### config.mk
export PLATFORM = sky130hd
export DESIGN_NAME = burst2_ddr_sram
export DESIGN_NICKNAME = d
export VERILOG_FILES = /design/src/rtl/burst2_pkg.sv /design/src/rtl/burst2_phase_fsm.sv /design/src/rtl/burst2_delay.sv /design/src/rtl/burst2_array.sv /design/src/rtl/burst2_ddr_sram.sv
export SDC_FILE = /design/constraint.sdc
export NUM_CORES = 1
export LEC_CHECK = 0
export ABC_AREA = 1
export BUFFER_PORTS_ARGS = -buffer_cell sky130_fd_sc_hd__buf_4
export CORE_ASPECT_RATIO = 1.5
export CORE_MARGIN = 2
export CORE_UTILIZATION = 67
export DETAILED_ROUTE_END_ITERATION = 10
export PLACE_DENSITY = 0.84
export SLEW_MARGIN = 20
export SYNTH_ARGS = -nofsm -noshare
export SYNTH_HDL_FRONTEND = slang
export SYNTH_HIERARCHICAL = 1
export SYNTH_SLANG_ARGS = --single-unit
### constraint.sdc
create_clock -name clk -period 3.8 [get_ports clk]
set_clock_uncertainty 0.2 [all_clocks]
set_input_delay 0.76 -clock clk [delete_from_list [all_inputs] [get_ports clk]]
set_output_delay 0.76 -clock clk [all_outputs]
set_load 0.01 [all_outputs]
### src/rtl/burst2_pkg.sv
package burst2_pkg;

    typedef enum logic [0:0] {
        PH_K  = 1'b0,
        PH_KB = 1'b1
    } phase_e;

    typedef enum logic [1:0] {
        CMD_NOP   = 2'd0,
        CMD_WRITE = 2'd1,
        CMD_READ  = 2'd2
    } cmd_e;

    // fast edges from command edge to first beat
    localparam int WR_LAT = 2;
    localparam int RD_LAT = 5;

endpackage

### src/rtl/burst2_phase_fsm.sv
module burst2_phase_fsm
    import burst2_pkg::*;
(
    input  logic clk,
    input  logic rst,
    input  logic start_n,
    input  logic is_read,
    output logic k_edge,
    output cmd_e cmd
);

    phase_e state_q;
    phase_e state_d;

    always_ff @(posedge clk) begin
        if (rst) state_q <= PH_K;
        else     state_q <= state_d;
    end

    always_comb begin
        unique case (state_q)
            PH_K:    state_d = PH_KB;
            PH_KB:   state_d = PH_K;
            default: state_d = PH_K;
        endcase
    end

    always_comb begin
        k_edge = 1'b0;
        cmd    = CMD_NOP;
        unique case (state_q)
            PH_K: begin
                k_edge = 1'b1;
                if (!start_n) cmd = is_read ? CMD_READ : CMD_WRITE;
            end
            PH_KB: begin
                k_edge = 1'b0;
                cmd    = CMD_NOP;
            end
            default: cmd = CMD_NOP;
        endcase
    end

endmodule

### src/rtl/burst2_delay.sv
module burst2_delay #(
    parameter int W = 4,
    parameter int N = 3
) (
    input  logic                  clk,
    input  logic                  rst,
    input  logic                  in_v,
    input  logic [W-1:0]          in_p,
    output logic [N-1:0]          tap_v,
    output logic [N-1:0][W-1:0]   tap_p
);

    always_ff @(posedge clk) begin
        if (rst) tap_v <= '0;
        else     tap_v <= {tap_v[N-2:0], in_v};
    end

    always_ff @(posedge clk) begin
        tap_p <= {tap_p[N-2:0], in_p};
    end

endmodule

### src/rtl/burst2_array.sv
module burst2_array #(
    parameter int DW    = 18,
    parameter int LANES = 2,
    parameter int IW    = 5,
    localparam int LW    = DW / LANES,
    localparam int DEPTH = 1 << IW
) (
    input  logic             clk,
    input  logic             rst,
    input  logic             we,
    input  logic [IW-1:0]    widx,
    input  logic [DW-1:0]    wdata,
    input  logic [LANES-1:0] lane_n,
    input  logic             re,
    input  logic [IW-1:0]    ridx,
    output logic [DW-1:0]    q,
    output logic             oe
);

    logic [DW-1:0] mem [DEPTH];
    logic [DW-1:0] cur;
    logic [DW-1:0] merged;

    assign cur = mem[widx];

    for (genvar l = 0; l < LANES; l++) begin : g_lane
        assign merged[l*LW +: LW] = lane_n[l] ? cur[l*LW +: LW] : wdata[l*LW +: LW];
    end

    always_ff @(posedge clk) begin
        if (we && !(&lane_n)) mem[widx] <= merged;
    end

    always_ff @(posedge clk) begin
        if (rst) begin
            q  <= '0;
            oe <= 1'b0;
        end else if (re) begin
            q  <= mem[ridx];
            oe <= 1'b1;
        end else begin
            q  <= '0;
            oe <= 1'b0;
        end
    end

endmodule

### src/rtl/burst2_ddr_sram.sv
module burst2_ddr_sram
    import burst2_pkg::*;
#(
    parameter bit  WIDE  = 1'b1,
    parameter int  AW    = 4,
    localparam int DW    = WIDE ? 18 : 8,
    localparam int LANES = 2
) (
    input  logic             clk,
    input  logic             rst,
    input  logic             cmd_start_n,
    input  logic             cmd_is_read,
    input  logic [AW-1:0]    cmd_addr,
    input  logic [LANES-1:0] beat_lane_n,
    input  logic [DW-1:0]    beat_wdata,
    output logic [DW-1:0]    beat_rdata,
    output logic             beat_drive
);

    localparam int WR_T0 = WR_LAT - 1;
    localparam int RD_T0 = RD_LAT - 1;
    localparam int WR_N  = WR_T0 + 2;
    localparam int RD_N  = RD_T0 + 2;
    localparam int IW    = AW + 1;

    logic k_edge;
    cmd_e cmd;

    logic [WR_N-1:0]          wv;
    logic [WR_N-1:0][AW-1:0]  wa;
    logic [RD_N-1:0]          rv;
    logic [RD_N-1:0][AW-1:0]  ra;

    logic          wr_en;
    logic [IW-1:0] wr_idx;
    logic          rd_en;
    logic [IW-1:0] rd_idx;

    burst2_phase_fsm u_phase (
        .clk     (clk),
        .rst     (rst),
        .start_n (cmd_start_n),
        .is_read (cmd_is_read),
        .k_edge  (k_edge),
        .cmd     (cmd)
    );

    burst2_delay #(.W(AW), .N(WR_N)) u_wpipe (
        .clk   (clk),
        .rst   (rst),
        .in_v  (cmd == CMD_WRITE),
        .in_p  (cmd_addr),
        .tap_v (wv),
        .tap_p (wa)
    );

    burst2_delay #(.W(AW), .N(RD_N)) u_rpipe (
        .clk   (clk),
        .rst   (rst),
        .in_v  (cmd == CMD_READ),
        .in_p  (cmd_addr),
        .tap_v (rv),
        .tap_p (ra)
    );

    // beat 0 uses {A,0}; beat 1 uses {A,1}: only the low index bit changes
    always_comb begin
        wr_en  = wv[WR_T0] | wv[WR_T0+1];
        wr_idx = wv[WR_T0] ? {wa[WR_T0], 1'b0} : {wa[WR_T0+1], 1'b1};
        rd_en  = rv[RD_T0] | rv[RD_T0+1];
        rd_idx = rv[RD_T0] ? {ra[RD_T0], 1'b0} : {ra[RD_T0+1], 1'b1};
    end

    burst2_array #(.DW(DW), .LANES(LANES), .IW(IW)) u_array (
        .clk    (clk),
        .rst    (rst),
        .we     (wr_en),
        .widx   (wr_idx),
        .wdata  (beat_wdata),
        .lane_n (beat_lane_n),
        .re     (rd_en),
        .ridx   (rd_idx),
        .q      (beat_rdata),
        .oe     (beat_drive)
    );

endmodule

# After elaboration in Yosys (flattened, before gate mapping)
# Memory sizes are Yosys's and may differ from the RTL's. A register that Yosys moved wholly into a read port is not among the register bits.
# Cells that the tools add are included.
[totals] ff_bits=35 mem_bits_rw=576 input_bits=28 output_inout_bits=19 n_memories=1
[mem_list] memory="u_array.mem" words=32 word_bits=18 rd=1 rd_ports_with_merged_regs=1 wr=1 line_no="burst2_array.sv:20" source="logic [DW-1:0] mem [DEPTH];"
[classes] eq_ne=4 muxes=11 bitwise=4 n_reduce_logical=6
[ops] cell="$mux 9" count=2
[ops] cell="$mux 5" count=2
[ops] cell="$reduce_and 2->1" count=3
[ops] cell="$mux 2" count=2
[ops] cell="$pmux 2 s2" count=1
[ops] cell="$mux 1" count=3
[ops] cell="$eq 2x1->1 const B" count=1
[ops] cell="$eq 2x2->1 const B" count=1
[ops] cell="$ne 1x1->1 const B" count=2
[ops] cell="$not 1->1" count=2
[ops] cell="$or 1x1->1" count=2
[ops] cell="$pmux 1 s2" count=1
[ops] cell="$reduce_or 2->1" count=1
[ops] cell="$logic_and 1x1->1" count=1
[ops] cell="$logic_not 1->1" count=1

# Depth between registers and ports, before layout
[depth] depth_word=6 depth_mapped=14 mapped_depth_nobuf=11

# By module
# Netlist, hierarchy kept.
[by_module_without_submodules] mod="burst2_array" instances=1 cells_per_inst=2092 area_each_um2=24105.6 seq_area_each_um2=17677.0
[by_module_without_submodules] mod="burst2_delay (u_rpipe)" instances=1 cells_per_inst=42 area_each_um2=645.6 seq_area_each_um2=600.6
[by_module_without_submodules] mod="burst2_delay (u_wpipe)" instances=1 cells_per_inst=21 area_each_um2=322.8 seq_area_each_um2=300.3
[by_module_without_submodules] mod="burst2_ddr_sram" instances=1 cells_per_inst=32 area_each_um2=125.1 seq_area_each_um2=0.0
[by_module_without_submodules] mod="burst2_phase_fsm" instances=1 cells_per_inst=8 area_each_um2=51.3 seq_area_each_um2=20.0

# Least setup slack after synthesis
# No wires, ideal clock.
[synth_path] path_kind="input to register" start="input beat_lane_n[0]" end="memory u_array.mem[13][0], enable pin" setup_ns=0.387 t_arrival_ns=1.819 required_time_ns=3.213 setup_slack_ns=1.394 stages=4 path_buffers=1 path_cell_list="inv_1 > nand2_1 > buf_1 > nor3_1"
[synth_via] elab_chain_cells=6
[synth_lines] item="from (decl)" line_no="burst2_ddr_sram.sv:14" source="input logic [LANES-1:0] beat_lane_n,"
[synth_lines] item="$reduce_and 2->1" line_no="burst2_array.sv:31" source="if (we && !(&lane_n)) mem[widx] <= merged;"
[synth_lines] item="$logic_not 1->1" line_no="burst2_array.sv:31"
[synth_lines] item="$logic_and 1x1->1" line_no="burst2_array.sv:31"
[synth_lines] item="$mux 1" line_no="burst2_array.sv:31"
[synth_lines] item="$mux 1 (implied by the code)" line_no="burst2_array.sv:31"
[synth_lines] item="$reduce_and 2->1 (no line) *"
[synth_lines] item="to (decl)" line_no="burst2_array.sv:20"
# Mark *: on every way between the ends. The rest lies on a longest branch, timed or not.

# Worst setup path after layout
[layout_path] start="register u_rpipe.tap_v[4]" end="register u_array.q[8], read port of u_array.mem"
[layout_lines] item="from (decl)" line_no="burst2_delay.sv:9" source="output logic [N-1:0] tap_v,"
[layout_lines] item="from (signal assigned)" line_no="burst2_delay.sv:15" source="else tap_v <= {tap_v[N-2:0], in_v};"
[layout_lines] item="$mux 5" line_no="burst2_ddr_sram.sv:71" source="rd_idx = rv[RD_T0] ? {ra[RD_T0], 1'b0} : {ra[RD_T0+1], 1'b1};"
[layout_lines] item="net rd_idx[0]" line_no="burst2_ddr_sram.sv:37" source="logic [IW-1:0] rd_idx;"
[layout_lines] item="to (decl)" line_no="burst2_array.sv:16" source="output logic [DW-1:0] q,"
# The timed path passes the listed nets, and every way through them passes these cells.
# A chain may end at the register's enable or synchronous reset.

==> summary.md <==
| Metric | Value |
|---|---|
| DIE WIDTH | `around 160 µm` |
| Die H | `241.8 µm` |
| Initial Util | `0.6763` |
| Max-cap violations | `0` |
| Clk Latency, worst-skew pair | `590 ps` |
| Via-to-Cell Ratio | `around 6` |
| DR WL/cell | `about 23 µm` |
| Post-Syn Nets | `2223` |
| FILL cells | `roughly 2300` |
| Die ar. | `39290 µm²` |
| Crit Path Max Fanout | `84` |
| Hold Path Class | `in2reg` |
| Critical path's most frequent cell | `nand2_1` |
| Final min period | `3154 ps` |
| Post-CTS Repair Setup Buffers | `0` |
| CP Cell Sequence | `inv_8 > nand2_1 > nand2_4 > buf_4 > nand3_1 > nand2_1 > nand2_1 > nand2_1 > nor2_1 > nor2_1 > nor2_1` |
| Slew margin rel. | `0.2856` |
| Maximum vdd drop | `0.4236 mV` |
| Multi-input gate area | `5841 µm²` |
| Reg area | `18600 µm²` |
| FP Rows | `87` |
| Routed Antenna Nets | `0` |
| Crit path DAT | `3420 ps` |
| Core Area | `37340 µm²` |
| Largest net degree at the start of global routing | `roughly 110` |
| Vias in the first global route | `16660` |
| Router iterations before antenna repair | `6` |
| Syn avg cell area | `11.50 µm²` |
| Hold Fails Final Rpt | `0` |
| Nets | `2251` |
| Total Routing Usage GR | `0.3247` |
| Worst path max stage delay | `about 700 ps` |
| Share of layout cells above drive strength 1 | `0.08466` |
| Fmax achieved | `317.1 MHz` |
| Initial antenna violation count | `6` |
| Bufs on Longest Clock Path | `3` |
| CTS HTree Levels | `2` |
| I/O pin count | `47` |
| Final worst setup slack | `646.1 ps` |
| WP data required | `4060 ps` |
| Tcrit/Tclk final | `0.8300` |
| First-pass GRT wire length | `~95 mm` |
| Commonest cells after routing, fill and taps aside | `752 x nand2_1, 576 x edfxtp_1, 396 x nand3_1` |
| Slew Viols, Final | `0` |
| Via count | `17040` |
| Pwr Density | `493.9 nW/µm²` |
| Flops & latches, synth | `641` |
| CP max-delay cell | `buf_4` |
| Status | `finished, final reports clean` |
| Unrepaired setup endpoints after global routing | `no` |
| Pre-CTS setup slack | `714.3 ps` |
| Most common cell after layout, fill and taps aside | `nand2_1` |
| Root cell of the clock tree | `clkbuf_16` |
| Total Neg Setup Slack | `0 ps` |
| WS Path Type | `reg2reg` |
| Synthesized cell area | `25250 µm²` |
| # clock sinks | `641` |
| Yosys cell types | `21` |
| Hold-fix buffers at CTS | `0` |
| CTS resizes | `0` |
| Final setup fails | `0` |
| GR Overflow Total | `0` |
| Initial detailed-routing violation count | `2234` |
| Final RePlAce weighted congestion | `0.8605` |
| CP Launch Type | `flop` |
| Ys Warns | `6` |
| Area Growth Syn to Fin | `10.00%` |
| CTS tree | `yes` |
| P_leak | `10.07 nW` |
| Num CTS Buffers | `53` |
| Post-detail-place hpwl | `37.88 mm` |
| Diode count | `0` |
| Seq/Total Area, Yosys | `0.7365` |
| Crit end category | `flop` |
| # port buffers | `46` |
| Post-Syn Instances | `2195` |
| Routed WL | `about 63 mm` |
| Worst Tran Pin Value | `1068 ps` |
| Residual DRC | `0` |
| CTS clk-pin slew, worst paths | `around 70 ps` |
## cells in the mapped netlist
library cell	instances	area share
dfxtp_1	65	0.052
clkinv_1	1	0.00015
buf_6	5	0.0022
clkbuf_1	20	0.0030
inv_2	6	0.00089
edfxtp_1	576	0.69
nand2_2	1	0.00025
inv_6	1	0.00035
buf_2	55	0.011
o21ai_0	26	0.0052
o21ai_1	16	0.0032
nand3_1	396	0.078
buf_1	20	0.0030
nor3_1	32	0.0063
or2_1	2	0.00050
nor2_2	1	0.00025
nand2_1	754	0.11
a21oi_1	4	0.00079
nor2_1	160	0.024
buf_4	28	0.0083
inv_1	26	0.0039
## where the power goes
group | switching [mW] | total, mW | internal (mW)
combinational | 0.431 | 0.561 | 0.129
clock | 2.38 | 5.46 | 3.08
sequential | 0.00915 | 7.70 | 7.69
## routing by layer
layer  wire length (µm)  part of all wire  vias to the layer above  global-route usage
met1              20980              0.33                     8079              0.3941
li1                   -                 -                     7606                   -
met5                 79            0.0013                        -                   0
met4               3540             0.056                       12              0.1637
met2              32550              0.52                     1114              0.5632
met3               6034             0.095                      224             0.05214
## kinds of logic (layout without fill, tap and decap cells)
logic type | count (synthesis) | count (layout) | synth area share
AND/OR/NAND/NOR | 1346 | 1346 | 0.2217
flip-flops | 641 | 641 | 0.7365
AO/OA/AOI/OAI | 46 | 46 | 0.009117
buffers and inverters | 162 | 235 | 0.03265
## state kept, by name (all words and copies together) (netlist names)
signal,count
u_wpipe/tap_p,12
u_rpipe/tap_v,6
u_rpipe/tap_p,24
u_array/oe,1
u_array/q,18
u_phase/state_q,1
u_wpipe/tap_v,3
u_array/mem,576
## cell type report
class / instances / share of cell area
clock buffer: 75 / 0.05514
clock inverter: 25 / 0.008199
inverter: 34 / 0.005225
multi-input combinational: 1392 / 0.2103
sequential: 641 / 0.6696
tap: 489 / 0.02203
timing repair buffer: 101 / 0.02955
## worst paths after layout
kind	startpoint	end	slack, ps	depth (start not counted)
setup / recovery	u_rpipe/tap_v[4]$_SDFF_PP0_	u_array/q[8]$_SDFF_PP0_	650	11
hold / removal	cmd_addr[3]	u_wpipe/tap_p[3]$_DFF_P_	80	1
setup reg to reg	u_rpipe/tap_v[4]$_SDFF_PP0_	u_array/q[8]$_SDFF_PP0_	650	11
hold reg to reg	u_rpipe/tap_p[6]$_DFF_P_	u_rpipe/tap_p[10]$_DFF_P_	130	0
## through the flow
| step | std cells | hold slack [ps] | area (µm²) | utilization | total power [mW] |
|---|---|---|---|---|---|
| after floorplan | 2195 | 109.6 | 25250 | - | 8.129 |
| after global placement | 2657 | 110.1 | 26010 | 0.6967 | 8.386 |
| after detailed placement | 2657 | 112.1 | 26020 | 0.6968 | 8.399 |
| after CTS | 2757 | 67.57 | 27780 | 0.7439 | 13.74 |
| after global routing | 2757 | 70.35 | 27780 | 0.7439 | 14.04 |
| final | 2757 | 83.11 | 27780 | 0.7439 | 13.72 |
## worst max-delay path: cells and delay by family (launching register included)
family	cells	cell delay (ps)
buffers and inverters	2	1100
AND/OR/NAND/NOR	9	1250
flip-flops	1	410
Power figures use the tool's default switching activity.
